--- src/rtl/cos_pkg.sv ---
// Package: shared defaults and the address-width rule for the
// change-of-state detector. Assumes nothing beyond elaboration.
package cos_pkg;
    localparam int COS_BANKS  = 4;
    localparam int COS_BANK_W = 8;

    // Address width for the enable, per-bank, word and interrupt slots.
    function automatic int cos_addr_bits(input int banks);
        return $clog2(banks + 3);
    endfunction
endpackage

--- src/rtl/cos_edge_bank.sv ---
// cos_edge_bank: edge detection and sticky status for one bank of lines.
// Assumes lines_i is already synchronous to clk. A set in the same cycle
// as a clear wins.
module cos_edge_bank #(
    parameter int BANK_W = 8
) (
    input  logic              clk,
    input  logic              rst_n,
    input  logic [BANK_W-1:0] lines_i,
    input  logic              rise_en_i,
    input  logic              fall_en_i,
    input  logic [BANK_W-1:0] clr_i,
    output logic [BANK_W-1:0] status_o
);
    logic [BANK_W-1:0] prev_q;
    logic [BANK_W-1:0] status_q;
    logic [BANK_W-1:0] hits;

    // Keep last cycle's line levels; load during reset so no false edge follows.
    always_ff @(posedge clk) begin
        prev_q <= lines_i;
    end

    // Select the enabled transitions of this cycle.
    always_comb begin
        hits = ({BANK_W{rise_en_i}} & lines_i & ~prev_q)
             | ({BANK_W{fall_en_i}} & ~lines_i & prev_q);
    end

    // Sticky status: clear the ones written, then OR in new hits.
    always_ff @(posedge clk) begin
        if (!rst_n) status_q <= '0;
        else        status_q <= (status_q & ~clr_i) | hits;
    end

    assign status_o = status_q;

    AST_RISE_FLAGS: assert property (@(posedge clk) disable iff (!rst_n)
        rise_en_i |=> ((status_q & $past(lines_i & ~prev_q)) == $past(lines_i & ~prev_q)));
    AST_FALL_FLAGS: assert property (@(posedge clk) disable iff (!rst_n)
        fall_en_i |=> ((status_q & $past(~lines_i & prev_q)) == $past(~lines_i & prev_q)));
    AST_NEW_ONLY_ON_CHANGE: assert property (@(posedge clk) disable iff (!rst_n)
        1'b1 |=> (((status_q & ~$past(status_q)) & ~($past(lines_i) ^ $past(prev_q))) == '0));
    AST_STICKY_KEEP: assert property (@(posedge clk) disable iff (!rst_n)
        1'b1 |=> ((status_q & $past(status_q & ~clr_i)) == $past(status_q & ~clr_i)));
endmodule

--- src/rtl/cos_reg_if.sv ---
// cos_reg_if: enable register, clear decode and read mux for the detector.
// Assumes one-cycle writes and combinational reads. Address map:
// 0 enable, 1..NUM_BANKS status bytes, then word, then interrupt level.
module cos_reg_if #(
    parameter int NUM_BANKS = 4,
    parameter int BANK_W    = 8,
    parameter int ADDR_W    = 3,
    localparam int WORD_W   = NUM_BANKS * BANK_W,
    localparam int EN_W     = 2 * NUM_BANKS
) (
    input  logic              clk,
    input  logic              rst_n,
    input  logic              bus_wr_i,
    input  logic [ADDR_W-1:0] bus_addr_i,
    input  logic [WORD_W-1:0] bus_wdata_i,
    input  logic [WORD_W-1:0] status_i,
    input  logic              irq_i,
    output logic [EN_W-1:0]   en_o,
    output logic [WORD_W-1:0] clr_o,
    output logic [WORD_W-1:0] bus_rdata_o
);
    localparam logic [ADDR_W-1:0] A_EN   = '0;
    localparam logic [ADDR_W-1:0] A_WORD = ADDR_W'(NUM_BANKS + 1);
    localparam logic [ADDR_W-1:0] A_IRQ  = ADDR_W'(NUM_BANKS + 2);

    logic [EN_W-1:0] en_q;

    // Edge-enable register, written at address 0.
    always_ff @(posedge clk) begin
        if (!rst_n)                            en_q <= '0;
        else if (bus_wr_i && bus_addr_i == A_EN) en_q <= bus_wdata_i[EN_W-1:0];
    end

    assign en_o = en_q;

    // Clear mask from per-bank byte writes and from the word write.
    always_comb begin
        clr_o = '0;
        if (bus_wr_i && bus_addr_i == A_WORD) clr_o = bus_wdata_i;
        for (int b = 0; b < NUM_BANKS; b++) begin
            if (bus_wr_i && bus_addr_i == ADDR_W'(b + 1))
                clr_o[b*BANK_W +: BANK_W] = bus_wdata_i[BANK_W-1:0];
        end
    end

    // Read mux over the register map.
    always_comb begin
        bus_rdata_o = '0;
        if (bus_addr_i == A_EN)   bus_rdata_o[EN_W-1:0] = en_q;
        if (bus_addr_i == A_WORD) bus_rdata_o = status_i;
        if (bus_addr_i == A_IRQ)  bus_rdata_o[0] = irq_i;
        for (int b = 0; b < NUM_BANKS; b++) begin
            if (bus_addr_i == ADDR_W'(b + 1))
                bus_rdata_o[BANK_W-1:0] = status_i[b*BANK_W +: BANK_W];
        end
    end

    AST_EN_RESET: assert property (@(posedge clk)
        !rst_n |=> (en_q == '0));
    AST_EN_LOAD: assert property (@(posedge clk) disable iff (!rst_n)
        (bus_wr_i && bus_addr_i == A_EN) |=> (en_q == $past(bus_wdata_i[EN_W-1:0])));
endmodule

--- src/rtl/cos_irq_detector.sv ---
// cos_irq_detector: top of the change-of-state detector. It builds one
// edge bank per group of lines, the register interface and the level
// interrupt. Assumes lines_i is synchronized upstream.
module cos_irq_detector #(
    parameter int NUM_BANKS = cos_pkg::COS_BANKS,
    parameter int BANK_W    = cos_pkg::COS_BANK_W,
    localparam int WORD_W   = NUM_BANKS * BANK_W,
    localparam int ADDR_W   = cos_pkg::cos_addr_bits(NUM_BANKS),
    localparam int EN_W     = 2 * NUM_BANKS
) (
    input  logic              clk,
    input  logic              rst_n,
    input  logic [WORD_W-1:0] lines_i,
    input  logic              bus_wr_i,
    input  logic [ADDR_W-1:0] bus_addr_i,
    input  logic [WORD_W-1:0] bus_wdata_i,
    output logic [WORD_W-1:0] bus_rdata_o,
    output logic              irq_o
);
    logic [EN_W-1:0]   en;
    logic [WORD_W-1:0] clr;
    logic [WORD_W-1:0] status;

    // One detector per bank; rising enable in bit b, falling in bit b+NUM_BANKS.
    for (genvar b = 0; b < NUM_BANKS; b++) begin : g_bank
        cos_edge_bank #(.BANK_W(BANK_W)) bank_i (
            .clk       (clk),
            .rst_n     (rst_n),
            .lines_i   (lines_i[b*BANK_W +: BANK_W]),
            .rise_en_i (en[b]),
            .fall_en_i (en[b+NUM_BANKS]),
            .clr_i     (clr[b*BANK_W +: BANK_W]),
            .status_o  (status[b*BANK_W +: BANK_W])
        );
    end

    // Level interrupt: any pending status bit.
    assign irq_o = |status;

    cos_reg_if #(.NUM_BANKS(NUM_BANKS), .BANK_W(BANK_W), .ADDR_W(ADDR_W)) regs_i (
        .clk         (clk),
        .rst_n       (rst_n),
        .bus_wr_i    (bus_wr_i),
        .bus_addr_i  (bus_addr_i),
        .bus_wdata_i (bus_wdata_i),
        .status_i    (status),
        .irq_i       (irq_o),
        .en_o        (en),
        .clr_o       (clr),
        .bus_rdata_o (bus_rdata_o)
    );

    AST_IRQ_HOLD: assert property (@(posedge clk) disable iff (!rst_n)
        (irq_o && !bus_wr_i) |=> irq_o);
    AST_IRQ_RESET: assert property (@(posedge clk)
        !rst_n |=> !irq_o);
endmodule

--- config.mk ---
export PLATFORM = sky130hd
export DESIGN_NAME = cos_irq_detector
export DESIGN_NICKNAME = d
export VERILOG_FILES = /design/src/rtl/cos_pkg.sv /design/src/rtl/cos_edge_bank.sv /design/src/rtl/cos_reg_if.sv /design/src/rtl/cos_irq_detector.sv
export SDC_FILE = /design/constraint.sdc
export NUM_CORES = 1
export LEC_CHECK = 0
export BUFFER_PORTS_ARGS = -buffer_cell sky130_fd_sc_hd__buf_2
export CAP_MARGIN = 20
export CORE_ASPECT_RATIO = 2
export CORE_MARGIN = 10
export CORE_UTILIZATION = 25
export CTS_CLUSTER_DIAMETER = 100
export DETAILED_ROUTE_END_ITERATION = 6
export GPL_TIMING_DRIVEN = 0
export PLACE_DENSITY = 0.42
export SYNTH_ARGS = -nofsm -noshare
export SYNTH_HDL_FRONTEND = slang
export SYNTH_HIERARCHICAL = 1
export SYNTH_SLANG_ARGS = --single-unit
export TNS_END_PERCENT = 10
--- constraint.sdc ---
create_clock -name clk -period 4.15 [get_ports clk]
set_input_delay 0 -clock clk [delete_from_list [all_inputs] [get_ports clk]]
set_output_delay 0 -clock clk [all_outputs]
set_load 0.05 [all_outputs]
* Yosys cells after proc, flatten, opt, wreduce, memory -nomap -nowiden
Cells that the tools add are included.
** Storage, ports and cells
- Register bits after elaboration :: 72
- Logic and storage cells :: 75
** Cells by class
- Equal/unequal tests :: 6
- Mux-type cells :: 12
- Reductions and logical operators :: 8
- Bitwise logic cells :: 40
** Operator list (count)
- $and 8x8->8 :: 20
- $not 8->8 :: 12
- $mux 8 :: 9
- $mux 32 :: 2
- $or 8x8->8 :: 8
- $reduce_or 32->1 :: 1
- $eq 3x3->1 const B :: 3
- $eq 3x2->1 const B :: 2
- $logic_and 1x1->1 :: 6
- $eq 3x1->1 const B :: 1
- $logic_not 3->1 :: 1
- $mux 1 :: 1

* Depth between registers and ports, before layout
- Depth in word-level cells :: 8
- Gate-level depth with buffers :: 8
- Depth with buffers taken out :: 6

* Hierarchy
Netlist, hierarchy kept.
** Modules (own cells, without submodules)
- cos_edge_bank :: seq. area each 320.3 um^2, instances 4, cells each 52, area an instance 593.1 um^2
- cos_reg_if :: seq. area each 160.2 um^2, instances 1, cells each 181, area an instance 1318.8 um^2
- cos_irq_detector :: seq. area each 0.0 um^2, instances 1, cells each 11, area an instance 75.1 um^2

* Least setup slack after synthesis
No wires, ideal clock.
- Path type :: register to output
- Start :: register g_bank[3].bank_i.status_q[2]
- End :: output port bus_rdata_o[0]
- Data arrival time :: 2.179 ns
- Stages on the path, launching flop included :: 7
- Buffers on the path :: 0
- Path slack :: 1.971 ns
- Required time :: 4.150 ns
- Cells stage by stage :: dfxtp_1 > nor4_1 > nand4_1 > or2_1 > mux4_2 > nand2_1 > o21ai_0
** Between the ends
- Longest elaborated chain between the ends :: 6
** RTL lines
- start: declaration :: RTL line cos_edge_bank.sv:16 : logic [BANK_W-1:0] status_q;
- start signal: assignment :: RTL line cos_edge_bank.sv:33 : else status_q <= (status_q & ~clr_i) | hits;
- $reduce_or 32->1 :: RTL line cos_irq_detector.sv:38 : assign irq_o = |status;
- net irq_o :: RTL line cos_irq_detector.sv:18 : output logic irq_o
- $mux 1 :: RTL line cos_reg_if.sv:51 : if (bus_addr_i == A_IRQ) bus_rdata_o[0] = irq_i;
- $mux 8 (4 in series) :: RTL line cos_reg_if.sv:53 : if (bus_addr_i == ADDR_W'(b + 1))
- end: declaration :: RTL line cos_irq_detector.sv:17 : output logic [WORD_W-1:0] bus_rdata_o,
The timed path passes the listed nets, and every way through them passes these cells.

* Worst setup path in the final report
- Start :: register g_bank[3].bank_i.status_q[2]
- End :: output port bus_rdata_o[0]
** Between the ends
- Longest elaborated chain between the ends :: 6
** RTL lines (RTL line)
- $reduce_or 32->1 :: cos_irq_detector.sv:38
- $mux 1 :: cos_reg_if.sv:51
- $mux 8 (4 in series) :: cos_reg_if.sv:53
No other way between the ends.

==> results_dict.tcl <==
set metrics [dict create \
    status "finished clean" \
    cts_root_buf "clkbuf_16" \
    area_growth_pct 37.5 \
    yosysUniqueCellTypes 35 \
    cp_num_buf_inv 1 \
    viasPerCell 4.90 \
    end_kind "primary output" \
    finalCritPeriodShare_pct 59.9 \
    insertion_delay_ns 0.33 \
    via_count 3644 \
    path_clk_slew_ns 0.06 \
    netlist_area_um2 3770 \
    cp_data_arrival_time_ns 2.49 \
    ys_ff_latch 72 \
    synth_largest_area_cell "dfxtp_1" \
    coreArea_um2 14800 \
    cts_buffers 9 \
    max_cap_violations 0 \
    place_congestion 0.852 \
    max_clock_freq_ghz 0.402 \
    dpl_cell_area_um2 4520 \
    ant_nets 0 \
    crit_path_start_kind "flip-flop" \
    routedWlPerCell_um 19.7 \
    maxSlewHeadroom_pct 54.9 \
    cts_setup_buffers 0 \
    num-nets-final 614 \
    route.detailed.drc 0 \
    rsz0062_at_grt "no" \
    grt_max_degree 26 \
    cts_tree "done" \
    dp.cells 696 \
    grt_pass1_vias 3797 \
    synth_top_area_share_pct 38.3 \
    hp-class "in2reg" \
    design_area_um2 5180 \
    fin_skew_ns 0.00764 \
    grt_pass1_wl_um 22200 \
    grt_use_total_pct 14.0 \
    finalHoldViolCount 0 \
    cts_buffer_depth 2 \
    synth_area_leaders "dfxtp_1 38%, nand4b_1 15%, nand3b_1 6.4%" \
    routed_wl_um 14600 \
    finalSetupViolCount 0 \
    worstPathRequired_ns 4.15 \
    numClockSinks 72 \
    htreeDepth 3 \
    rows 63 \
    total_power_mw 1.86 \
    ctsHoldBuffers 32 \
    layout_min_cycle_time_ns 2.49 \
    r2r_cells 3 \
    die_h_um 194 \
    diodes 0 \
    path_depth 7 \
    synth-seq-area-share_pct 38.3 \
    holdPathStages 3 \
    crit_family "simple AND/OR/NAND/NOR gates" \
    leakagePower_nw 2.21 \
    ys_warn_count 6 \
    synthesis.nets 470 \
    p_per_area_nw_per_um2 359 \
    top_level_ports 103 \
    overflow 0 \
    slowest_stage "mux4_2" \
    worstPathCellList "nor4_1 -> nand4_1 -> or2_1 -> mux4_2 -> nand2_1 -> o21ai_0 -> buf_2" \
    die_width_um 107 \
    layout-drive-gt1-share_pct 29.1 \
    ctsResizeCount 0 \
    hold_slack_ns 0.0302 \
    slew_violations 0 \
    fin_setup_tns_ns 0 \
    avgSynthCellArea_um2 9.42 \
    initial_core_util_pct 25.4 \
    antenna_found_initial 0 \
    tightest_slew_ns 0.676 \
    num-fill-cells 1626 \
    dp_hpwl_um 11500 \
    port_buffers 101 \
    first_iter_violations 184 \
    final_cells 744 \
    crit_fanout 4 \
    critical-path-max-stage-delay_ns 0.47 \
    detailedRoute.firstPassIterationCount 5 \
    dieArea_um2 20700 \
    netlist_instances 400 \
    ir_drop_v 0.000186 \
    crit_type "reg2out" \
]
==> power breakdown <==
| group | internal, mW | switching [mW] | leakage (nW) | total (mW) |
|---|---|---|---|---|
| Sequential | 0.715 | 0.0146 | 0.593 | 0.729 |
| Combinational | 0.108 | 0.142 | 1.46 | 0.250 |
| Clock | 0.576 | 0.303 | 0.161 | 0.878 |
==> cells by family after synthesis <==
family          after synthesis  share of synthesized area, %
simple gates                231                          41.7
flops                        72                          38.3
compound gates               47                          8.24
buf+inv                      34                          6.64
mux                          16                          5.15
==> state kept, by name (all words and copies together) (netlist names) <==
name                    count
g_bank.bank_i/prev_q       32
g_bank.bank_i/status_o     32
regs_i/en_o                 8
==> cell usage after synthesis <==
master / count
a21oi_1: 13
nand2_1: 9
buf_4: 4
a22oi_1: 16
nor4b_4: 1
mux2i_1: 10
mux2_4: 4
mux4_2: 1
and2b_1: 1
and2_1: 32
nor4_1: 7
nand2_2: 2
nand3b_1: 32
nor3b_1: 2
or3_1: 1
o21ai_0: 11
mux2_2: 1
nor2b_1: 14
nor3b_4: 1
nor2b_2: 1
buf_2: 14
clkbuf_1: 2
or2_1: 1
a221oi_1: 4
nand3_1: 40
nand4b_1: 64
o211a_1: 2
dfxtp_1: 72
nor4_2: 1
nor2_1: 19
buf_6: 12
inv_1: 2
and3b_1: 1
a221oi_2: 1
nand4_1: 2
==> final timing paths <==
path                                start                      endpoint  slack, ns
max          g_bank[3].bank_i/status_o[2]                bus_rdata_o[0]       1.66
min                        bus_wdata_i[7]                regs_i/en_o[7]       0.03
max reg2reg                regs_i/en_o[6]  g_bank[2].bank_i/status_o[6]       3.22
min reg2reg                regs_i/en_o[1]                regs_i/en_o[1]       0.48
==> per-stage QoR <==
step | utilization [%] | worst slack (ns)
2_1_floorplan | - | 1.97
6_report | 34.9 | 1.66
3_3_place_gp | 30.5 | 1.99
3_5_place_dp | 30.5 | 1.99
4_1_cts | 34.9 | 1.63
5_1_grt | 34.9 | 1.59
==> metal layers <==
| layer | global-route usage [%] | routed length [µm] |
|---|---|---|
| met5 | 0 | 0 |
| met4 | 5.43 | 283 |
| met3 | 2.56 | 742 |
| met2 | 26.4 | 8140 |
| met1 | 14.5 | 5470 |
==> layout by cell type (no fill, tap or decap), types with 7 or more instances in the layout <==
cell type / count
buf_2: 115
dfxtp_1: 72
nand4b_1: 64
nand3_1: 40
nand3b_1: 32
dlygate4sd3_1: 32
and2_1: 32
nor2_1: 19
a22oi_1: 16
nor2b_1: 14
a21oi_1: 13
buf_6: 12
o21ai_0: 11
mux2i_1: 10
clkbuf_16: 9
nand2_1: 9
nor4_1: 7
==> worst register-to-register path, cell delays in order (launching register included) <==
cell      delay, ns
dfxtp_1        0.38
buf_2          0.24
nand4b_1       0.13
nand3_1        0.12
==> area by class of cell <==
class / instances / area (µm²) / area share [%]
multi-input combinational: 294 / 2070 / 40.1
sequential: 72 / 1440 / 27.8
timing repair buffer: 133 / 826 / 15.9
clock buffer: 12 / 267 / 5.15
tap: 195 / 244 / 4.71
buffer: 32 / 243 / 4.69
clock inverter: 4 / 75.1 / 1.45
inverter: 2 / 7.51 / 0.145
(Power assumes the default switching activity.)
